File: src/rtl/gpio_bus_pkg.sv
package gpio_bus_pkg;
  typedef enum logic [2:0] {
    SEL_RAM,
    SEL_SW,
    SEL_LED,
    SEL_SEG,
    SEL_NONE
  } sel_e;

  // word offsets above the RAM top
  localparam int unsigned SW_OFS  = 0;
  localparam int unsigned LED_OFS = 1;
  localparam int unsigned SEG_OFS = 2;
endpackage

File: src/rtl/gpio_addr_dec.sv
module gpio_addr_dec
  import gpio_bus_pkg::*;
#(
  parameter int unsigned ADDR_W = 16,
  parameter int unsigned RAM_AW = 14
) (
  input  logic [ADDR_W-1:0] addr_i,
  output sel_e              sel_o
);
  localparam logic [ADDR_W-1:0] PERIPH_BASE = ADDR_W'(1) << RAM_AW;

  logic [ADDR_W-1:0] ofs;
  assign ofs = addr_i - PERIPH_BASE;

  always_comb begin
    if (addr_i < PERIPH_BASE)            sel_o = SEL_RAM;
    else if (ofs == ADDR_W'(SW_OFS))     sel_o = SEL_SW;
    else if (ofs == ADDR_W'(LED_OFS))    sel_o = SEL_LED;
    else if (ofs == ADDR_W'(SEG_OFS))    sel_o = SEL_SEG;
    else                                 sel_o = SEL_NONE;
  end
endmodule

File: src/rtl/gpio_sync.sv
module gpio_sync #(
  parameter int unsigned W      = 16,
  parameter int unsigned STAGES = 2,
  parameter logic        RST_V  = 1'b1
) (
  input  logic         clk_i,
  input  logic         rst_ni,
  input  logic [W-1:0] d_i,
  output logic [W-1:0] q_o
);
  logic [W-1:0] stage_q [STAGES];

  for (genvar s = 0; s < STAGES; s++) begin : g_stage
    always_ff @(posedge clk_i or negedge rst_ni) begin
      if (!rst_ni)     stage_q[s] <= {W{RST_V}};
      else if (s == 0) stage_q[s] <= d_i;
      else             stage_q[s] <= stage_q[(s == 0) ? 0 : s-1];
    end
  end

  assign q_o = stage_q[STAGES-1];
endmodule

File: src/rtl/gpio_out_reg.sv
module gpio_out_reg #(
  parameter int unsigned W = 16
) (
  input  logic         clk_i,
  input  logic         rst_ni,
  input  logic         we_i,
  input  logic [W-1:0] d_i,
  output logic [W-1:0] q_o,
  output logic [W-1:0] pin_no
);
  always_ff @(posedge clk_i or negedge rst_ni) begin
    if (!rst_ni)   q_o <= '0;
    else if (we_i) q_o <= d_i;
  end

  assign pin_no = ~q_o;
endmodule

File: src/rtl/gpio_bus.sv
module gpio_bus
  import gpio_bus_pkg::*;
#(
  parameter int unsigned ADDR_W = 16,
  parameter int unsigned DATA_W = 16,
  parameter int unsigned RAM_AW = 14,
  parameter int unsigned SW_W   = 16,
  parameter int unsigned LED_W  = 16,
  parameter int unsigned SEG_W  = 8,
  parameter int unsigned SYNC_N = 2
) (
  input  logic              clk_i,
  input  logic              rst_ni,
  input  logic [ADDR_W-1:0] addr_i,
  input  logic [DATA_W-1:0] wdata_i,
  input  logic              we_i,
  output logic [DATA_W-1:0] rdata_o,
  output logic [RAM_AW-1:0] ram_addr_o,
  output logic [DATA_W-1:0] ram_wdata_o,
  output logic              ram_we_o,
  input  logic [DATA_W-1:0] ram_rdata_i,
  input  logic [SW_W-1:0]   sw_ni,
  output logic [LED_W-1:0]  led_no,
  output logic [SEG_W-1:0]  seg_no
);
  sel_e             sel;
  logic [SW_W-1:0]  sw_pin_s;
  logic [LED_W-1:0] led_q;
  logic [SEG_W-1:0] seg_q;

  gpio_addr_dec #(.ADDR_W(ADDR_W), .RAM_AW(RAM_AW)) i_dec (
    .addr_i(addr_i),
    .sel_o (sel)
  );

  // pins idle high (switch off), so reset to the off level
  gpio_sync #(.W(SW_W), .STAGES(SYNC_N), .RST_V(1'b1)) i_sw_sync (
    .clk_i (clk_i),
    .rst_ni(rst_ni),
    .d_i   (sw_ni),
    .q_o   (sw_pin_s)
  );

  gpio_out_reg #(.W(LED_W)) i_led (
    .clk_i (clk_i),
    .rst_ni(rst_ni),
    .we_i  (we_i && sel == SEL_LED),
    .d_i   (wdata_i[LED_W-1:0]),
    .q_o   (led_q),
    .pin_no(led_no)
  );

  gpio_out_reg #(.W(SEG_W)) i_seg (
    .clk_i (clk_i),
    .rst_ni(rst_ni),
    .we_i  (we_i && sel == SEL_SEG),
    .d_i   (wdata_i[SEG_W-1:0]),
    .q_o   (seg_q),
    .pin_no(seg_no)
  );

  assign ram_addr_o  = addr_i[RAM_AW-1:0];
  assign ram_wdata_o = wdata_i;
  assign ram_we_o    = we_i && (sel == SEL_RAM);

  always_comb begin
    unique case (sel)
      SEL_RAM: rdata_o = ram_rdata_i;
      SEL_SW:  rdata_o = DATA_W'(~sw_pin_s);
      SEL_LED: rdata_o = DATA_W'(led_q);
      SEL_SEG: rdata_o = DATA_W'(seg_q);
      default: rdata_o = '0;
    endcase
  end
endmodule

File: config.mk
export PLATFORM = sky130hd
export DESIGN_NAME = gpio_bus
export DESIGN_NICKNAME = d
export VERILOG_FILES = /design/src/rtl/gpio_bus_pkg.sv /design/src/rtl/gpio_addr_dec.sv /design/src/rtl/gpio_sync.sv /design/src/rtl/gpio_out_reg.sv /design/src/rtl/gpio_bus.sv
export SDC_FILE = /design/constraint.sdc
export NUM_CORES = 1
export LEC_CHECK = 0
export BUFFER_PORTS_ARGS = -buffer_cell sky130_fd_sc_hd__buf_2
export CAP_MARGIN = 20
export CORE_AREA = 2 2 79 81
export CTS_CLUSTER_SIZE = 30
export DETAILED_ROUTE_END_ITERATION = 12
export DIE_AREA = 0 0 81 83
export GPL_ROUTABILITY_DRIVEN = 0
export PLACE_DENSITY = 0.77
export REMOVE_ABC_BUFFERS = 1
export SLEW_MARGIN = 30
export SYNTH_ARGS = -nofsm -noshare
export SYNTH_HDL_FRONTEND = slang
export SYNTH_SLANG_ARGS = --single-unit
File: constraint.sdc
create_clock -name clk_i -period 3.3 [get_ports clk_i]
set_input_delay 0.66 -clock clk_i [delete_from_list [all_inputs] [get_ports clk_i]]
set_output_delay 0.66 -clock clk_i [all_outputs]
set_load 0.005 [all_outputs]
* Word-level counts from Yosys, hierarchy flattened
Cells that the tools add are included.
Word-level totals: bits in registers 56, bits of input ports 67, output and inout bits 71, word-level logic and storage cells 24
Cells by class: $add $sub $neg 1, order comparisons 1, eq/ne operators 5, multiplexer cells 5, bitwise gates (word level) 3, reductions and logical operators 5
Operators with widths (number):
- case mux 16 bit (4 select lines) | 1
- NOT 16 bit | 2
- == test 16 x 1 -> 1 bit (second input constant) | 1
- == test 16 x 2 -> 1 bit (second input constant) | 1
- zero test 16 bit | 1
- < comparator 16 x 15 -> 1 bit (second input constant) | 1
- subtractor 16 x 15 -> 16 bit (second input constant) | 1
- 2-to-1 mux 3 bit | 4
- NOT 8 bit | 1
- == test 3 x 2 -> 1 bit (second input constant) | 2
- == test 3 x 1 -> 1 bit (second input constant) | 1
- logical AND 1 bit | 3
- zero test 3 bit | 1

* Logic depth before layout (Yosys ltp)
Gate-level depths: netlist of run 1.
depth after elaboration 8, gate-level depth with buffers 5, gate-level depth less buffers 4

* By module
A second synthesis of run 1 with hierarchy kept.
Unflattened totals: cells, all modules 253, area total of the unflattened synthesis 3115.5 um2
Modules (own cells, without submodules):
- gpio_bus | times used 1, cells each 119, area an instance 977.2 um2, sequential area each 0.0 um2
- gpio_sync | times used 1, cells each 48, area an instance 960.9 um2, sequential area each 840.8 um2
- gpio_out_reg at i_led | times used 1, cells each 50, area an instance 709.4 um2, sequential area each 400.4 um2
- gpio_out_reg at i_seg | times used 1, cells each 25, area an instance 361.6 um2, sequential area each 200.2 um2
- gpio_addr_dec | times used 1, cells each 11, area an instance 106.4 um2, sequential area each 0.0 um2

* Worst setup path after synthesis of run 1
OpenSTA, ideal clock, no wires.
path kind in2out, from in addr_i[3], to out rdata_o[0], data arrival time 2.284 ns, required time 2.640 ns, slack 0.356 ns, stages 5, path buffers 2, cell sequence or4b_1 -> or4_1 -> clkbuf_1 -> buf_2 -> o211ai_1
Between the ends: word-level cells in the longest chain between the ends 8, elaborated cells between the ends (all ways) 14, those cells by class add/sub: 1; order compare: 1; eq/ne: 5; mux: 5; reduce/logical: 2
Ends and longest elaborated chain:
- start, declared | line gpio_bus.sv:14 | input logic [ADDR_W-1:0] addr_i,
- subtractor 16 x 15 -> 16 bit | line gpio_addr_dec.sv:13 | assign ofs = addr_i - PERIPH_BASE;
- == test 16 x 2 -> 1 bit | line gpio_addr_dec.sv:19 | else if (ofs == ADDR_W'(SEG_OFS)) sel_o = SEL_SEG;
- 2-to-1 mux 3 bit | line gpio_addr_dec.sv:19
- 2-to-1 mux 3 bit | line gpio_addr_dec.sv:18 | else if (ofs == ADDR_W'(LED_OFS)) sel_o = SEL_LED;
- 2-to-1 mux 3 bit | line gpio_addr_dec.sv:17 | else if (ofs == ADDR_W'(SW_OFS)) sel_o = SEL_SW;
- 2-to-1 mux 3 bit (*) | line gpio_addr_dec.sv:16 | if (addr_i < PERIPH_BASE) sel_o = SEL_RAM;
- == test 3 x 2 -> 1 bit, or another cell as far along | line gpio_bus.sv:67 | unique case (sel)
- case mux 16 bit (4 select lines) (*) | line gpio_bus.sv:67
- end, declared | line gpio_bus.sv:17 | output logic [DATA_W-1:0] rdata_o,
Every way passes the cells marked *; elsewhere a longest branch is shown, timed or not.

* Worst setup path in the final report of run 1
from in addr_i[9], to out rdata_o[1]
Same word-level chain as after synthesis.

==> results of run 1 <==
logic make-up after synthesis:
family,count (synthesis),synth area share [%]
simple gates,37,9.109
mux,24,12.31
compound gates,24,7.207
buf+inv,59,13.71
flops,56,57.66
worst max-delay path, cell delays in order:
cell and delay, ns:
buf_2 0.10, or4_4 0.57, or4_1 0.54, buf_4 0.23, o211ai_1 0.20, buf_2 0.15
flip-flops by register name, indices dropped and copies added (netlist names):
name / count
i_seg.q_o: 8
i_sw_sync.q_o: 16
i_led.q_o: 16
i_sw_sync.stage_q: 16
placed cells by master (no fill, tap or decap), drive strengths merged:
master	Yosys	final
o211ai	16	16
clkbuf	3	5
dfstp	32	32
or4b	3	3
nor4	2	2
bufinv	0	1
nor2	1	1
or4	4	4
dfrtp	24	24
and2	1	1
clkinv	0	2
a22oi	8	8
nand2	26	26
buf	32	143
inv	24	24
mux2	24	24
power groups by stage:
stage | clock network [mW] | registers (mW) | logic, mW
6_report | 0.444 | 0.728 | 0.111
5_1_grt | 0.492 | 0.730 | 0.123
4_1_cts | 0.458 | 0.728 | 0.113
3_5_place_dp | 0 | 0.740 | 0.112
3_3_place_gp | 0 | 0.739 | 0.110
2_1_floorplan | 0 | 0.737 | 0.0180
final cells by class:
cell class	count	area [um^2]	share of cell area [%]
Sequential cell	56	1441	45.21
Timing Repair Buffer	143	730.7	22.92
Multi-Input combinational cell	85	715.7	22.45
Tap cell	75	93.84	2.943
Inverter	24	90.09	2.826
Clock buffer	5	68.82	2.159
Clock inverter	3	47.55	1.491
metal layers:
layer | wire [um] | vias to the layer above | global-route usage, % | share of wire (%)
li1 | - | 870 | - | -
met5 | 0 | - | 0 | 0
met4 | 70 | 0 | 5.393 | 1.3
met1 | 2224 | 863 | 20.73 | 40
met2 | 2892 | 87 | 29.98 | 52
met3 | 381 | 7 | 2.500 | 6.8
worst min path at each step:
stage / startpoint / end / slack (ns)
detailed placement: i_sw_sync.stage_q[29] / i_sw_sync.q_o[13] / 0.35
global placement: i_sw_sync.stage_q[18] / i_sw_sync.q_o[2] / 0.35
CTS: i_sw_sync.stage_q[18] / i_sw_sync.q_o[2] / 0.36
global route: i_sw_sync.stage_q[21] / i_sw_sync.q_o[5] / 0.36
finish: i_sw_sync.stage_q[18] / i_sw_sync.q_o[2] / 0.36
floorplan: i_sw_sync.stage_q[16] / i_sw_sync.q_o[0] / 0.35
through the flow:
step,hold WS [ns],util [%],instances,instance area [um^2],worst slack [ns]
after floorplan,0.3452,-,165,2247,0.4005
after global placement,0.3458,52.82,383,3072,0.2461
after detailed placement,0.3468,52.82,383,3072,0.2064
after CTS,0.3608,54.82,391,3188,0.1968
after global routing,0.3626,54.82,391,3188,0.09994
final,0.3593,54.82,391,3188,0.1882
==> key figures, run 1 <==
Timing
  – Final hold vios: 0
  – Clock skew: 0.001432 ns
  – Achievable Freq: 0.3214 GHz
  – Setup TNS: 0 ns
  – Period utilization: 94.30%
  – Period minus WS final: 3.112 ns
  – Max Slew Vio Count: 0
  – Pin slew with the least headroom to its limit: 0.6806 ns
  – Worst rel slew slack: 54.63%
  – Final setup fails: 0
  – RSZ-0062 raised after global routing: no

Floorplanning
  – Initial Util: 42.99%
  – Row cnt: 28
  – Io pins: 138
  – Vert. Die Dim: 83 um
  – Core Area: 5816 um^2
  – Die width: 81 um
  – Area of the die: 6723 um^2

Setup path
  – CP max FO: 16
  – FF-to-FF path depth: 1
  – Critical path required time: 2.64 ns
  – Critical R2R Launch: i_seg.q_o[6]
  – Worst setup path startpoint: addr_i[9]
  – End of the critical path: rdata_o[1]
  – Crit. End Element: output pin
  – R2R Path End: i_seg.q_o[6]
  – Kind of critical path: input pin to output pin
  – Startpoint Class: input pin
  – Worst EP arrival: 2.45 ns
  – Reg2reg setup slack: 2.51 ns

Power
  – Combinational Power Share: 8.6%
  – Switching Fraction: 21.53%
  – Static leakage: 1.569 nW
  – IR Drop Worst-Case VDD: 0.2909 mV
  – Power, Total: 1.282 mW
  – Pint: 1.006 mW
  – Pwr/cell area: 402.1 nW/um^2
  – Sequential power share: 56.8%
  – Clock network fraction of total power: 34.6%
  – Switching pwr: 0.2759 mW

Routing
  – Routed WL: 5568 um
  – DRC Markers: 0
  – DR pass1 iterations: 4
  – Vias: 1827
  – Via/cell ratio: 4.673
  – Antenna-violating nets left: 0
  – WL/cell: 14.24 um
  – Drt first-iter violations: 51

Synthesis
  – Async set-or-reset flop fraction in the synthesized netlist: 100.0%
  – Post-synthesis sequential area ratio: 57.66%
  – Most frequent cell after synthesis: dfstp_2
  – Mapped Area: 2500 um^2
  – Yosys top cell by area: dfstp_2
  – Ys flop type: dfstp_2
  – Syn Area/Cell: 12.50 um^2
  – Post-synth top cells: dfstp_2 (32), buf_4 (30), dfrtp_1 (24), inv_1 (24), nand2_1 (24)
  – Synth area leaders: dfstp_2 (34%), dfrtp_1 (24%), buf_4 (9.0%), mux2_2 (6.3%), mux2_4 (6.0%)
  – Syn. warnings: 0
  – Syn Inst Count: 200
  – Seq cells post-synth: 56
  – Top cell type's share of synthesized area: 33.63%
  – Synth cell types: 21
  – Post-synth EDFFs: 0

Clocking
  – Total CTS buffers: 5
  – Clk slew on worst S/H paths: 0.09 ns
  – Clock tree root driver cell: clkbuf_8
  – Hold-fix buffers, CTS: 0
  – CTS sink cnt: 56
  – H-Tree Level Count: 2
  – Clk_lat worst skew: 0.30 ns
  – TritonCTS clock tree: yes
  – CTS resizes: 0
  – Longest Clk Path Bufs: 2
  – Post-CTS setup buffers: 0

Run
  – Total of max-cap violations: 0

Cells and area
  – Area delta synth->final: 27.53%
  – Fill cell total of the finished layout: 524
  – Layout cells sized above 1: 67.72%
  – ANT cells: 0
  – Post-layout nets: 382

Global routing
  – Initial antenna violation count: 0
  – Vias in the first global route: 1804
  – Overflow after GRT: 0
  – First-pass GRT wire length: 8638 um
  – Largest net degree at the start of global routing: 34
  – Gr usage total: 16.90%

Worst hold path
  – Hold Crit Class: flop to flop
  – WHS Path Cells: 0

Placement
  – # port buffers: 137
  – Post-DP HPWL: 4168 um

Status
  – Outcome: finished, final reports clean
Power figures use the tool's default switching activity.
==> run 2: changes to the inputs <==
--- a/config.mk
+++ b/config.mk
@@ -5,14 +5,15 @@
 export SDC_FILE = /design/constraint.sdc
 export NUM_CORES = 1
 export LEC_CHECK = 0
+export ABC_AREA = 1
 export BUFFER_PORTS_ARGS = -buffer_cell sky130_fd_sc_hd__buf_2
 export CAP_MARGIN = 20
-export CORE_AREA = 2 2 79 81
+export CORE_AREA = 2 2 85 87
 export CTS_CLUSTER_SIZE = 30
 export DETAILED_ROUTE_END_ITERATION = 12
-export DIE_AREA = 0 0 81 83
+export DIE_AREA = 0 0 87 89
 export GPL_ROUTABILITY_DRIVEN = 0
-export PLACE_DENSITY = 0.77
+export PLACE_DENSITY = 0.74
 export REMOVE_ABC_BUFFERS = 1
 export SLEW_MARGIN = 30
 export SYNTH_ARGS = -nofsm -noshare
==> run 2 against run 1 <==
Against the previous run: clock power fell by 17%; routed wire length rose by 6.6%; synthesized cell count rose by 62%; area after synthesis rose by 16%; clock-buffer cell count rose by 3; highest routed layer unchanged.
==> key figures, run 2 <==
Power
  – Static leakage: 1.820 nW (was 1.569 nW)
  – IR Drop Worst-Case VDD: 0.2401 mV (was 0.2909 mV)
  – Pwr/cell area: 351.1 nW/um^2 (was 402.1 nW/um^2)
  – Sequential power share: 59.6% (was 56.8%)
  – Pint: 0.9514 mW (was 1.006 mW)
  – Combinational Power Share: 10.2% (was 8.6%)
  – Switching pwr: 0.2667 mW (was 0.2759 mW)
  – Clock network fraction of total power: 30.2% (was 34.6%)
  – Switching Fraction: 21.89% (was 21.53%)

Clocking
  – H-Tree Level Count: 2 (unchanged)
  – Clk slew on worst S/H paths: 0.08 ns (was 0.09 ns)
  – Clk_lat worst skew: 0.30 ns (about the same)
  – Post-CTS setup buffers: 0 (unchanged)
  – Hold-fix buffers, CTS: 0 (unchanged)
  – Longest Clk Path Bufs: 2 (unchanged)
  – TritonCTS clock tree: yes (unchanged)
  – Clock tree root driver cell: clkbuf_8 (unchanged)
  – Total CTS buffers: 5 (unchanged)
  – CTS resizes: 0 (unchanged)
  – CTS sink cnt: 56 (unchanged)

Synthesis
  – Syn. warnings: 0 (unchanged)
  – Mapped Area: 2890 um^2 (was 2500 um^2)
  – Post-synth EDFFs: 0 (unchanged)
  – Post-synth top cells: inv_1 (67), nand2_1 (66), nand3_1 (41) (was dfstp_2 (32), buf_4 (30), dfrtp_1 (24), inv_1 (24), nand2_1 (24))
  – Yosys top cell by area: dfstp_2 (unchanged)
  – Seq cells post-synth: 56 (unchanged)
  – Post-synthesis sequential area ratio: 49.87% (was 57.66%)
  – Syn Area/Cell: 8.948 um^2 (was 12.50 um^2)
  – Top cell type's share of synthesized area: 29.09% (was 33.63%)
  – Synth cell types: 16 (was 21)
  – Most frequent cell after synthesis: inv_1 (was dfstp_2)
  – Syn Inst Count: 323 (was 200)
  – Ys flop type: dfstp_2 (unchanged)
  – Synth area leaders: dfstp_2 (29%), dfrtp_1 (21%), buf_4 (8.8%), inv_1 (8.7%), nand2_1 (8.6%) (was dfstp_2 (34%), dfrtp_1 (24%), buf_4 (9.0%), mux2_2 (6.3%), mux2_4 (6.0%))
  – Async set-or-reset flop fraction in the synthesized netlist: 100.0% (unchanged)

Timing
  – Setup TNS: 0 ns (unchanged)
  – Clock skew: 0.001496 ns (was 0.001432 ns)
  – Final hold vios: 0 (unchanged)
  – Achievable Freq: 0.3784 GHz (was 0.3214 GHz)
  – Max Slew Vio Count: 0 (unchanged)
  – Final setup fails: 0 (unchanged)
  – Worst rel slew slack: 58.11% (was 54.63%)
  – Period minus WS final: 2.642 ns (was 3.112 ns)
  – Period utilization: 80.07% (was 94.30%)
  – RSZ-0062 raised after global routing: no (unchanged)
  – Pin slew with the least headroom to its limit: 0.6283 ns (was 0.6806 ns)

Status
  – Outcome: finished, final reports clean (unchanged)

Floorplanning
  – Core Area: 6719 um^2 (was 5816 um^2)
  – Die width: 87 um (was 81 um)
  – Vert. Die Dim: 89 um (was 83 um)
  – Area of the die: 7743 um^2 (was 6723 um^2)
  – Io pins: 138 (unchanged)
  – Initial Util: 43.02% (was 42.99%)
  – Row cnt: 30 (was 28)

Routing
  – Drt first-iter violations: 66 (was 51)
  – DR pass1 iterations: 4 (unchanged)
  – Via/cell ratio: 4.496 (was 4.673)
  – DRC Markers: 0 (unchanged)
  – Routed WL: 5933 um (was 5568 um)
  – Antenna-violating nets left: 0 (unchanged)
  – Vias: 2293 (was 1827)
  – WL/cell: 11.63 um (was 14.24 um)

Setup path
  – WP buf/inv: 3 (unchanged)
  – CP Cell Sequence: buf_2 > nor2_1 > nand3_1 > nor2_8 > nand3_1 > nand2_1 > inv_1 > nand2_1 > buf_2 (was buf_2 > or4_4 > or4_1 > buf_4 > o211ai_1 > buf_2)
  – CP top delay family: simple AND/OR/NAND/NOR gates (unchanged)
  – Startpoint Class: input pin (unchanged)
  – Crit-path max cell delay: 0.48 ns (was 0.57 ns)
  – Kind of critical path: input pin to output pin (unchanged)
  – Crit. End Element: output pin (unchanged)
  – CP max FO: 42 (was 16)
  – Worst path slowest cell: nor2_8 (was or4_4)
  – Worst EP arrival: 1.98 ns (was 2.45 ns)
  – Critical path required time: 2.64 ns (about the same)

Worst hold path
  – Hold Crit Class: flop to flop (unchanged)

Cells and area
  – Layout cells sized above 1: 49.07% (was 67.72%)
  – Area delta synth->final: 20.04% (was 27.53%)
  – Commonest cells after routing, fill and taps aside: buf_2 (136), inv_1 (67), nand2_1 (66) (was buf_2 (137), dfstp_2 (32), nand2_1 (24), inv_1 (24), dfrtp_1 (24))
  – Most common cell after layout, fill and taps aside: buf_2 (unchanged)
  – ANT cells: 0 (unchanged)
  – Final core occ: 51.64% (was 54.82%)
  – Top Registers: i_led.q_o x16, i_sw_sync.q_o x16, i_sw_sync.stage_q x16 (unchanged)
  – Fill cell total of the finished layout: 659 (was 524)
  – Post-layout nets: 496 (was 382)

Global routing
  – First-pass GRT wire length: 8990 um (was 8638 um)
  – Gr usage total: 15.08% (was 16.90%)
  – Initial antenna violation count: 0 (unchanged)
  – Met1 Resource Use GR: 18.11% (was 20.73%)
  – Met2 global-route usage: 27.76% (was 29.98%)
  – Layer with the highest usage: met2 (unchanged)
  – Vias in the first global route: 1995 (was 1804)
  – Overflow after GRT: 0 (unchanged)
  – Met3 usage: 3.232% (was 2.500%)
  – Largest net degree at the start of global routing: 53 (was 34)

Placement
  – Post-DP HPWL: 4290 um (was 4168 um)
  – # port buffers: 137 (unchanged)

Run
  – Total of max-cap violations: 0 (unchanged)
[run 2: cell count changes after synthesis, moves of 9 or more]
cell      change
o211ai_1     -16
nand2_1      +42
o21ai_2      +24
nor2_1        +9
nand3_1      +41
mux2_4       -10
mux2_2       -14
inv_1        +43
[run 2: power by group through the flow]
stage | Combinational, mW | Clock (mW) | Sequential [mW]
6_report | 0.124 | 0.368 | 0.726
3_5_place_dp | 0.127 | 0 | 0.738
2_1_floorplan | 0.0316 | 0 | 0.737
5_1_grt | 0.141 | 0.413 | 0.729
3_3_place_gp | 0.125 | 0 | 0.737
4_1_cts | 0.128 | 0.386 | 0.727
[run 2: area by class of cell]
type / instances / area (um^2) / area share (%)
Sequential cell: 56 / 1441 / 41.54
Timing Repair Buffer: 140 / 710.7 / 20.48
Inverter: 67 / 251.5 / 7.248
Clock buffer: 8 / 90.09 / 2.596
Tap cell: 80 / 100.1 / 2.885
Multi-Input combinational cell: 159 / 875.8 / 25.24
[run 2: routing by layer]
layer / part of all wire, % / wire length [um]
met1: 40 / 2378
met2: 51 / 3047
met3: 7.6 / 453
met4: 0.91 / 54
met5: 0 / 0
[run 2: through the flow]
step                      setup WS [ns]  hold WS, ns  instance area, um^2  std cells  power (mW)
after floorplan                   1.079       0.3452                 2569        282      0.7684
after global placement           0.6858       0.3454                 3377        502      0.8627
after detailed placement         0.6450       0.3468                 3379        502      0.8657
after CTS                        0.6416       0.3601                 3470        510       1.241
after global routing             0.4983       0.3633                 3470        510       1.284
final                            0.6576       0.3585                 3470        510       1.218
[run 2: kinds of logic (layout without fill, tap and decap cells)]
logic type / count (synthesis) / in the layout / share of synthesized area [%]
buffers and inverters: 108 / 215 / 19.83
AOI/OAI and AO/OA: 24 / 24 / 7.273
and+or+nand+nor: 135 / 135 / 23.03
DFF: 56 / 56 / 49.87
[run 2: final timing paths]
kind | slack [ns] | startpoint | depth (start not counted) | end
setup / recovery | 0.66 | addr_i[11] | 9 | rdata_o[5]
hold / removal | 0.36 | i_sw_sync.stage_q[31] | 0 | i_sw_sync.q_o[15]
setup reg to reg | 2.62 | i_led.q_o[15] | 2 | i_led.q_o[15]
hold reg to reg | 0.36 | i_sw_sync.stage_q[31] | 0 | i_sw_sync.q_o[15]
max in group asynchronous | 2.33 | rst_ni | 2 | i_sw_sync.q_o[10]
min in group asynchronous | 0.37 | rst_ni | 1 | i_led.q_o[14]
